==> src/rtl/gdc_pkg.sv <==
package gdc_pkg;
  typedef enum logic {
    CMP_LT = 1'b0,
    CMP_LE = 1'b1
  } cmp_kind_e;

  typedef enum logic {
    IRQ_SRC_TC  = 1'b0,
    IRQ_SRC_CMP = 1'b1
  } irq_src_e;
endpackage

==> src/rtl/gdc_count_core.sv <==
module gdc_count_core #(
  parameter int WIDTH = 8
) (
  input  logic             clk,
  input  logic             rst,
  input  logic             enable,
  input  logic             gate,
  input  logic             kill,
  input  logic             kill_reload_mode,
  input  logic             wr_period,
  input  logic [WIDTH-1:0] wdata,
  output logic [WIDTH-1:0] count_q,
  output logic [WIDTH-1:0] period_q,
  output logic             tc_now,
  output logic             reload
);
  localparam logic [WIDTH-1:0] ZERO = '0;
  localparam logic [WIDTH-1:0] ONE  = WIDTH'(1);

  logic kill_hit;

  assign kill_hit = enable && kill_reload_mode && kill;
  assign tc_now   = enable && gate && (count_q == ZERO);
  assign reload   = kill_hit || tc_now;

  always_ff @(posedge clk) begin
    if (rst) begin
      period_q <= ZERO;
    end else if (wr_period) begin
      period_q <= wdata;
    end
  end

  always_ff @(posedge clk) begin
    if (rst) begin
      count_q <= ZERO;
    end else if (!enable) begin
      if (wr_period) count_q <= wdata;
    end else if (kill_hit) begin
      count_q <= period_q;
    end else if (gate) begin
      if (count_q == ZERO) count_q <= period_q;
      else                 count_q <= count_q - ONE;
    end
  end
endmodule

==> src/rtl/gdc_compare_reg.sv <==
module gdc_compare_reg #(
  parameter int WIDTH        = 8,
  parameter bit HAS_BUFFER   = 1'b1
) (
  input  logic             clk,
  input  logic             rst,
  input  logic             enable,
  input  logic             gate,
  input  logic             buffered,
  input  logic             wr_compare,
  input  logic             rd_count,
  input  logic             reload,
  input  logic [WIDTH-1:0] wdata,
  input  logic [WIDTH-1:0] count_q,
  output logic [WIDTH-1:0] compare_q
);
  logic snap;
  assign snap = rd_count && (!enable || !gate);

  generate
    if (HAS_BUFFER) begin : g_buf
      logic [WIDTH-1:0] shadow_q;
      logic             pending_q;
      logic             hold_write;

      assign hold_write = buffered && enable;

      always_ff @(posedge clk) begin
        if (rst) begin
          shadow_q  <= '0;
          pending_q <= 1'b0;
          compare_q <= '0;
        end else begin
          if (reload && pending_q) begin
            compare_q <= shadow_q;
            pending_q <= 1'b0;
          end
          if (wr_compare) begin
            if (hold_write) begin
              shadow_q  <= wdata;
              pending_q <= 1'b1;
            end else begin
              compare_q <= wdata;
            end
          end else if (snap) begin
            compare_q <= count_q;
          end
        end
      end
    end else begin : g_direct
      always_ff @(posedge clk) begin
        if (rst)             compare_q <= '0;
        else if (wr_compare) compare_q <= wdata;
        else if (snap)       compare_q <= count_q;
      end
    end
  endgenerate
endmodule

==> src/rtl/gdc_out_stage.sv <==
module gdc_out_stage
  import gdc_pkg::*;
#(
  parameter int WIDTH = 8
) (
  input  logic             clk,
  input  logic             rst,
  input  logic             enable,
  input  cmp_kind_e        cmp_kind,
  input  irq_src_e         irq_src,
  input  logic             tc_now,
  input  logic [WIDTH-1:0] count_q,
  input  logic [WIDTH-1:0] compare_q,
  input  logic [WIDTH-1:0] period_q,
  output logic             cmp_out,
  output logic             tc_out,
  output logic             irq
);
  logic cmp_now;
  logic irq_now;

  always_comb begin
    if (cmp_kind == CMP_LE) cmp_now = (count_q <= compare_q);
    else                    cmp_now = (count_q <  compare_q);
  end

  always_comb begin
    if (irq_src == IRQ_SRC_CMP) irq_now = cmp_now && !cmp_out;
    else                        irq_now = tc_now;
  end

  always_ff @(posedge clk) begin
    if (rst) begin
      cmp_out <= 1'b0;
      tc_out  <= 1'b0;
      irq     <= 1'b0;
    end else begin
      cmp_out <= enable && cmp_now;
      tc_out  <= enable && ((period_q == '0) || tc_now);
      irq     <= enable && irq_now;
    end
  end
endmodule

==> src/rtl/gated_down_counter.sv <==
module gated_down_counter
  import gdc_pkg::*;
#(
  parameter int WIDTH      = 8,
  parameter bit HAS_BUFFER = 1'b1
) (
  input  logic             clk,
  input  logic             rst,
  input  logic             enable,
  input  logic             gate,
  input  logic             kill,
  input  logic             kill_reload_mode,
  input  logic             cmp_le_mode,
  input  logic             irq_on_cmp_mode,
  input  logic             cmp_buffer_mode,
  input  logic             wr_period,
  input  logic             wr_compare,
  input  logic             rd_count,
  input  logic             rd_compare,
  input  logic [WIDTH-1:0] wdata,
  output logic [WIDTH-1:0] rdata,
  output logic             cmp_out,
  output logic             tc_out,
  output logic             irq
);
  logic [WIDTH-1:0] count_q;
  logic [WIDTH-1:0] period_q;
  logic [WIDTH-1:0] compare_q;
  logic             tc_now;
  logic             reload;

  gdc_count_core #(.WIDTH(WIDTH)) u_core (
    .clk              (clk),
    .rst              (rst),
    .enable           (enable),
    .gate             (gate),
    .kill             (kill),
    .kill_reload_mode (kill_reload_mode),
    .wr_period        (wr_period),
    .wdata            (wdata),
    .count_q          (count_q),
    .period_q         (period_q),
    .tc_now           (tc_now),
    .reload           (reload)
  );

  gdc_compare_reg #(.WIDTH(WIDTH), .HAS_BUFFER(HAS_BUFFER)) u_cmp (
    .clk        (clk),
    .rst        (rst),
    .enable     (enable),
    .gate       (gate),
    .buffered   (cmp_buffer_mode),
    .wr_compare (wr_compare),
    .rd_count   (rd_count),
    .reload     (reload),
    .wdata      (wdata),
    .count_q    (count_q),
    .compare_q  (compare_q)
  );

  gdc_out_stage #(.WIDTH(WIDTH)) u_out (
    .clk       (clk),
    .rst       (rst),
    .enable    (enable),
    .cmp_kind  (cmp_kind_e'(cmp_le_mode)),
    .irq_src   (irq_src_e'(irq_on_cmp_mode)),
    .tc_now    (tc_now),
    .count_q   (count_q),
    .compare_q (compare_q),
    .period_q  (period_q),
    .cmp_out   (cmp_out),
    .tc_out    (tc_out),
    .irq       (irq)
  );

  always_ff @(posedge clk) begin
    if (rst)                          rdata <= '0;
    else if (rd_compare && !rd_count) rdata <= compare_q;
    else                              rdata <= '0;
  end
endmodule

==> config.mk <==
export PLATFORM = sky130hd
export DESIGN_NAME = gated_down_counter
export DESIGN_NICKNAME = d
export VERILOG_FILES = /design/src/rtl/gdc_pkg.sv /design/src/rtl/gdc_count_core.sv /design/src/rtl/gdc_compare_reg.sv /design/src/rtl/gdc_out_stage.sv /design/src/rtl/gated_down_counter.sv
export SDC_FILE = /design/constraint.sdc
export NUM_CORES = 1
export LEC_CHECK = 0
export BUFFER_PORTS_ARGS = -buffer_cell sky130_fd_sc_hd__buf_2
export CAP_MARGIN = 10
export CORE_MARGIN = 3
export CORE_UTILIZATION = 40
export DETAILED_ROUTE_END_ITERATION = 7
export GPL_TIMING_DRIVEN = 0
export RECOVER_POWER = 100
export SLEW_MARGIN = 20
export SYNTH_ARGS = -nofsm -noshare
export SYNTH_HDL_FRONTEND = slang
export SYNTH_SLANG_ARGS = --single-unit
==> constraint.sdc <==
create_clock -name clk -period 6.2 [get_ports clk]
set_input_delay 0.31 -clock clk [delete_from_list [all_inputs] [get_ports clk]]
set_output_delay 0.31 -clock clk [all_outputs]
set_load 0.005 [all_outputs]
After elaboration in Yosys (flattened, before gate mapping):

Index checks and enable logic that the tools add are counted.
W data, S select, Z words.

* bits in registers: 44
* bits of input ports: 21
* output and inout port bits: 11
* logic and storage cells: 53

* $add $sub $neg: 1
* $lt $le $gt $ge: 2
* equality and inequality tests: 1
* multiplexer cells: 14
* bitwise operators: 1
* reduce and logical (&&, ||, !) cells: 25

Operator list (number)
* $mux W8: 9
* $logic_not A8 Y1: 2
* $logic_and A1 B1 Y1: 12
* $le A8 B8 Y1: 1
* $lt A8 B8 Y1: 1
* $sub A8 B1 Y8 const B: 1
* $mux W1: 5
* $logic_not A1 Y1: 4
* $reduce_and A2 Y1: 2
* $logic_or A1 B1 Y1: 3
* $ne A3 B2 Y1 const B: 1
* $reduce_bool A2 Y1: 1
* $reduce_or A2 Y1: 1
* $not A1 Y1: 1

Logic depth before layout (Yosys ltp):

* depth in word-level cells: 7
* mapped depth: 8
* mapped depth without buffers: 7

Cells and area by module:

Synthesis repeated with hierarchy kept, for this count alone.

* cell total of the unflattened synthesis: 244
* area total of the unflattened synthesis: 2302.2 um2

By module, submodules not included
* gdc_count_core: instances 1, cells an instance 97, area each 888.4 um2, sequential area each 320.3 um2
* gdc_compare_reg: instances 1, cells an instance 88, area each 813.3 um2, sequential area each 340.3 um2
* gdc_out_stage: instances 1, cells an instance 43, area each 340.3 um2, sequential area each 60.1 um2
* gated_down_counter: instances 1, cells an instance 16, area each 260.2 um2, sequential area each 160.2 um2

Worst setup path before layout:

No wires, ideal clock.

* kind: register -> register
* start point: reg u_core.count_q[0]
* end point: reg u_cmp.compare_q[0]
* arrival: 2.002 ns
* data required time: 6.045 ns
* setup slack: 4.043 ns
* stages on the path, launching flop included: 9
* path buffers: 1
* period minus slack after synthesis: 2.157 ns
* cells stage by stage: dfxtp_1 -> inv_1 -> ha_1 -> or3b_2 -> or3_4 -> a21boi_2 -> buf_6 -> mux2i_1 -> a211oi_1

* word-level cells in the longest chain between the ends: 7
* elaborated cells between the ends (all ways): 8
* those cells by class: mux (4); reduce/logical (4)

Ends and longest elaborated chain
* start, declared: RTL line gdc_count_core.sv:12 `output logic [WIDTH-1:0] count_q,`
* start signal, assigned: RTL line gdc_count_core.sv:38 `if (wr_period) count_q <= wdata;`
* start signal, assigned: RTL line gdc_count_core.sv:40 `count_q <= period_q;`
* start signal, assigned: RTL line gdc_count_core.sv:42 `if (count_q == ZERO) count_q <= period_q;`
* $logic_not A8 Y1: RTL line gdc_count_core.sv:23 `assign tc_now = enable && gate && (count_q == ZERO);`
* $logic_and A1 B1 Y1: RTL line gdc_count_core.sv:23
* $logic_or A1 B1 Y1: RTL line gdc_count_core.sv:24 `assign reload = kill_hit || tc_now;`
* $logic_and A1 B1 Y1: RTL line gdc_compare_reg.sv:34 `if (reload && pending_q) begin`
* $mux W8: RTL line gdc_compare_reg.sv:34
* $mux W8, on equally long branches: RTL line gdc_compare_reg.sv:45, gdc_compare_reg.sv:39
* $mux W8 (*): RTL line gdc_compare_reg.sv:38 `if (wr_compare) begin`
* end signal, assigned: RTL line gdc_compare_reg.sv:35 `compare_q <= shadow_q;`
* end signal, assigned: RTL line gdc_compare_reg.sv:43 `compare_q <= wdata;`
* end signal, assigned: RTL line gdc_compare_reg.sv:46 `compare_q <= count_q;`
* end, declared: RTL line gdc_compare_reg.sv:15 `output logic [WIDTH-1:0] compare_q`

Every way passes the cells marked *; elsewhere a longest branch is shown, timed or not.
A chain may end at the register's enable or synchronous reset.

Final worst setup path:

* start point: reg u_core.count_q[0]
* end point: reg u_cmp.compare_q[7]

* word-level cells in the longest chain between the ends: 7
* elaborated cells between the ends (all ways): 8
* those cells by class: mux (4); reduce/logical (4)

Ends and longest elaborated chain (RTL line)
* $logic_not A8 Y1 (*): gdc_count_core.sv:23
* $logic_and A1 B1 Y1 (*): gdc_count_core.sv:23
* $logic_or A1 B1 Y1 (*): gdc_count_core.sv:24
* $logic_and A1 B1 Y1 (*): gdc_compare_reg.sv:34
* $mux W8 (*): gdc_compare_reg.sv:34
* $mux W8, on equally long branches: gdc_compare_reg.sv:45, gdc_compare_reg.sv:39
* $mux W8 (*): gdc_compare_reg.sv:38

Marks and branches as above.

==> flow_metrics.py <==
metrics = {
    "critical_path": {
        "cp_max_fo": 8,
        "cp.arrival_ns": 2.96,
        "endpoint_kind": "flip-flop",
        "r2r_cells": 8,
        "critical_path_class": "flip-flop to flip-flop",
        "required_ns": 6.34,
        "path_cells": "inv_1 -> ha_1 -> or3b_2 -> or3_1 -> a21boi_0 -> clkbuf_1 -> mux2i_1 -> a211oi_1",
        "worstSetupStartpointType": "flip-flop",
        "cpMaxStageDelayCell": "or3b_2",
        "cp_slowest_stage_delay_ns": 0.48,
    },
    "logic_synthesis": {
        "synth_nets": 272,
        "synth_seq_cells": 44,
        "synthFlopType": "dfxtp_1",
        "async_flop_share_pct": 0,
        "yosys-top-cells-area": "dfxtp_1 (42%), mux2i_1 (8.0%), ha_1 (5.9%)",
        "syn_avg_cell_area_um2": 8.79,
        "muxShareOfSynthArea_pct": 8.56,
        "synth-compound-area-share_pct": 18.1,
        "synthXorXnorAreaFrac_pct": 1.65,
        "synth_edf_count": 0,
        "synth-simple-area-share_pct": 20.4,
        "netlist_area_um2": 2120,
        "synth_cell_types": 39,
        "synth_top_area_share_pct": 41.6,
        "seq_area_frac_synth_pct": 41.6,
        "synth_warnings": 0,
        "synth_top_family_by_area": "simple AND/OR/NAND/NOR gates",
        "synthCells": 241,
        "yosys.area_share.adder_pct": 5.91,
        "yosys.area.top_type": "dfxtp_1",
    },
    "layout": {
        "final_cell_mix": "dfxtp_1 (44), nor2_1 (25), nand2_1 (25), buf_2 (25)",
        "fin_nets": 308,
        "syn2layout_area_growth_pct": 13.6,
        "drive_above_1_share_pct": 13.4,
        "final_common_cell": "dfxtp_1",
        "postLayoutCoreUtil_pct": 49.0,
        "nFillCells": 515,
        "design_area_um2": 2410,
        "diodes": 0,
    },
    "worst_hold_path": {
        "hold_depth": 3,
        "hold_class": "primary input to flip-flop",
    },
    "clock_tree": {
        "ctsHoldBuffers": 0,
        "cts_buffer_depth": 2,
        "cts_tree": "yes",
        "clkTransAtPathRegs_ns": 0.09,
        "clk_latency_ns": 0.30,
        "clockRootBuffer": "clkbuf_8",
        "cts_setup_buffers": 0,
        "clock-sinks": 44,
        "numCtsBuffers": 5,
        "post_cts_resized": 0,
        "cts.htree.levels": 2,
    },
    "floorplan": {
        "coreArea_um2": 4910,
        "die_h_um": 78.8,
        "pin_count": 32,
        "die_w_um": 78.8,
        "initial_core_util_pct": 43.1,
        "rows": 25,
        "die-area_um2": 6200,
    },
    "power": {
        "leakage_nw": 0.951,
        "irDropWorstVdd_mv": 0.146,
        "power_density_nw_per_um2": 262,
        "total_power_mw": 0.631,
    },
    "sta": {
        "skew_ns": 0.00856,
        "period_minus_slack_ns": 2.82,
        "worst_slew_pin_slew_ns": 0.948,
        "rsz0062_at_grt": "false",
        "drv_slew": 0,
        "slew_headroom_pct": 36.1,
        "hold_viol_final": 0,
        "finalSetupTns_ns": 0,
        "setup_viol": 0,
        "fmax_mhz": 355,
        "fin_crit_sh_pct": 45.4,
    },
    "outcome": {
        "outcome": "finished clean",
    },
    "grt": {
        "grt_first_pass_wirelength_um": 8940,
        "grt_pass1_vias": 1709,
        "track_usage_pct": 18.7,
        "antenna_found_initial": 0,
        "grt_max_degree": 14,
        "grt_overflow": 0,
    },
    "routing": {
        "via_per_inst": 5.50,
        "remaining_drc_errors": 0,
        "initialDrtViolationCount": 107,
        "vias": 1891,
        "drt-total-wl_um": 5460,
        "firstDrtPassIters": 4,
        "routedWlPerCell_um": 15.9,
        "ant_nets": 0,
    },
    "placement": {
        "gp_congestion": 0.816,
        "io_buffer_count": 29,
        "postPlaceCellArea_um2": 2350,
        "hpwl_um": 3970,
    },
    "flow_run": {
        "cap_violations": 0,
    },
}
## worst max-delay path, delay by kind of cell (launching register included)
| kind | cells | cell delay, ns |
|---|---|---|
| simple gates | 2 | 0.91 |
| compound gates | 2 | 0.29 |
| buf+inv | 2 | 0.64 |
| flops | 1 | 0.39 |
| mux | 1 | 0.26 |
| fa+ha+maj | 1 | 0.18 |
## logic make-up (layout without fill, tap and decap cells)
group,after synthesis,after routing
mux,18,18
simple gates,87,87
compound gates,59,59
fa+ha+maj,10,10
buf+inv,19,55
flops,44,44
xor+xnor,4,4
## synth_stat cells (2+ instances only)
cell type,count
inv_1,9
nor2b_1,3
nand2_1,25
and2_1,8
a2111oi_0,3
nand2b_1,3
nand3_1,4
and3_1,2
ha_1,10
o21ai_0,6
o22ai_1,11
nor3_1,3
a31oi_1,2
clkbuf_1,8
mux2i_1,17
nor2_1,25
a21oi_1,17
nand4_1,2
nor3b_1,4
nor4_1,3
xnor2_1,3
a211oi_1,13
dfxtp_1,44
## per-layer routing
| layer | track usage (%) | vias to the layer above | wire (um) | share of wire (%) |
|---|---|---|---|---|
| met5 | 0 | - | 0 | 0 |
| met4 | 7.34 | 0 | 136 | 2.5 |
| met3 | 3.74 | 10 | 294 | 5.4 |
| met2 | 26.2 | 74 | 2250 | 41 |
| met1 | 27.8 | 864 | 2780 | 51 |
| li1 | - | 943 | - | - |
## cell type report
class                           instances  area, um^2  area share, %
Multi-Input combinational cell        178        1150           47.7
Sequential cell                        44         881           36.6
Timing Repair Buffer                   29         140           5.82
Tap cell                               67        83.8           3.48
Clock buffer                            5        68.8           2.86
Buffer                                 10        37.5           1.56
Inverter                                9        33.8           1.40
Clock inverter                          2        12.5          0.520
## through the flow
| step | setup WS (ns) | hold WS [ns] | std cells |
|---|---|---|---|
| after floorplan | 4.04 | 0.436 | 241 |
| after global placement | 3.80 | 0.448 | 337 |
| after detailed placement | 3.83 | 0.453 | 337 |
| after CTS | 3.81 | 0.290 | 344 |
| after global routing | 3.21 | 0.296 | 344 |
| final | 3.38 | 0.301 | 344 |
## power by group
| part | total (mW) | leakage (nW) | internal (mW) | switching, mW |
|---|---|---|---|---|
| registers | 0.324 | 0.361 | 0.301 | 0.0225 |
| logic | 0.129 | 0.550 | 0.0572 | 0.0723 |
| clock network | 0.178 | 0.0400 | 0.0765 | 0.101 |
| total | 0.631 | 0.951 | 0.435 | 0.196 |
## sequential cells by signal (all words and copies together), names as in the netlist
name,cells
rdata,8
u_cmp.compare_q,8
u_cmp.g_buf.pending_q,1
u_cmp.g_buf.shadow_q,8
u_core.count_q,8
u_core.period_q,8
u_out.cmp_out,1
u_out.irq,1
u_out.tc_out,1
## path summary, 6_finish.rpt
path / slack, ns / start / endpoint
setup / recovery: 3.38 / u_core.count_q[0] / u_cmp.compare_q[7]
hold / removal: 0.30 / wdata[6] / u_cmp.g_buf.shadow_q[6]
setup reg to reg: 3.38 / u_core.count_q[0] / u_cmp.compare_q[7]
hold reg to reg: 0.46 / u_cmp.g_buf.shadow_q[0] / u_cmp.g_buf.shadow_q[0]
Note: power is estimated with default switching activity, not from simulation.
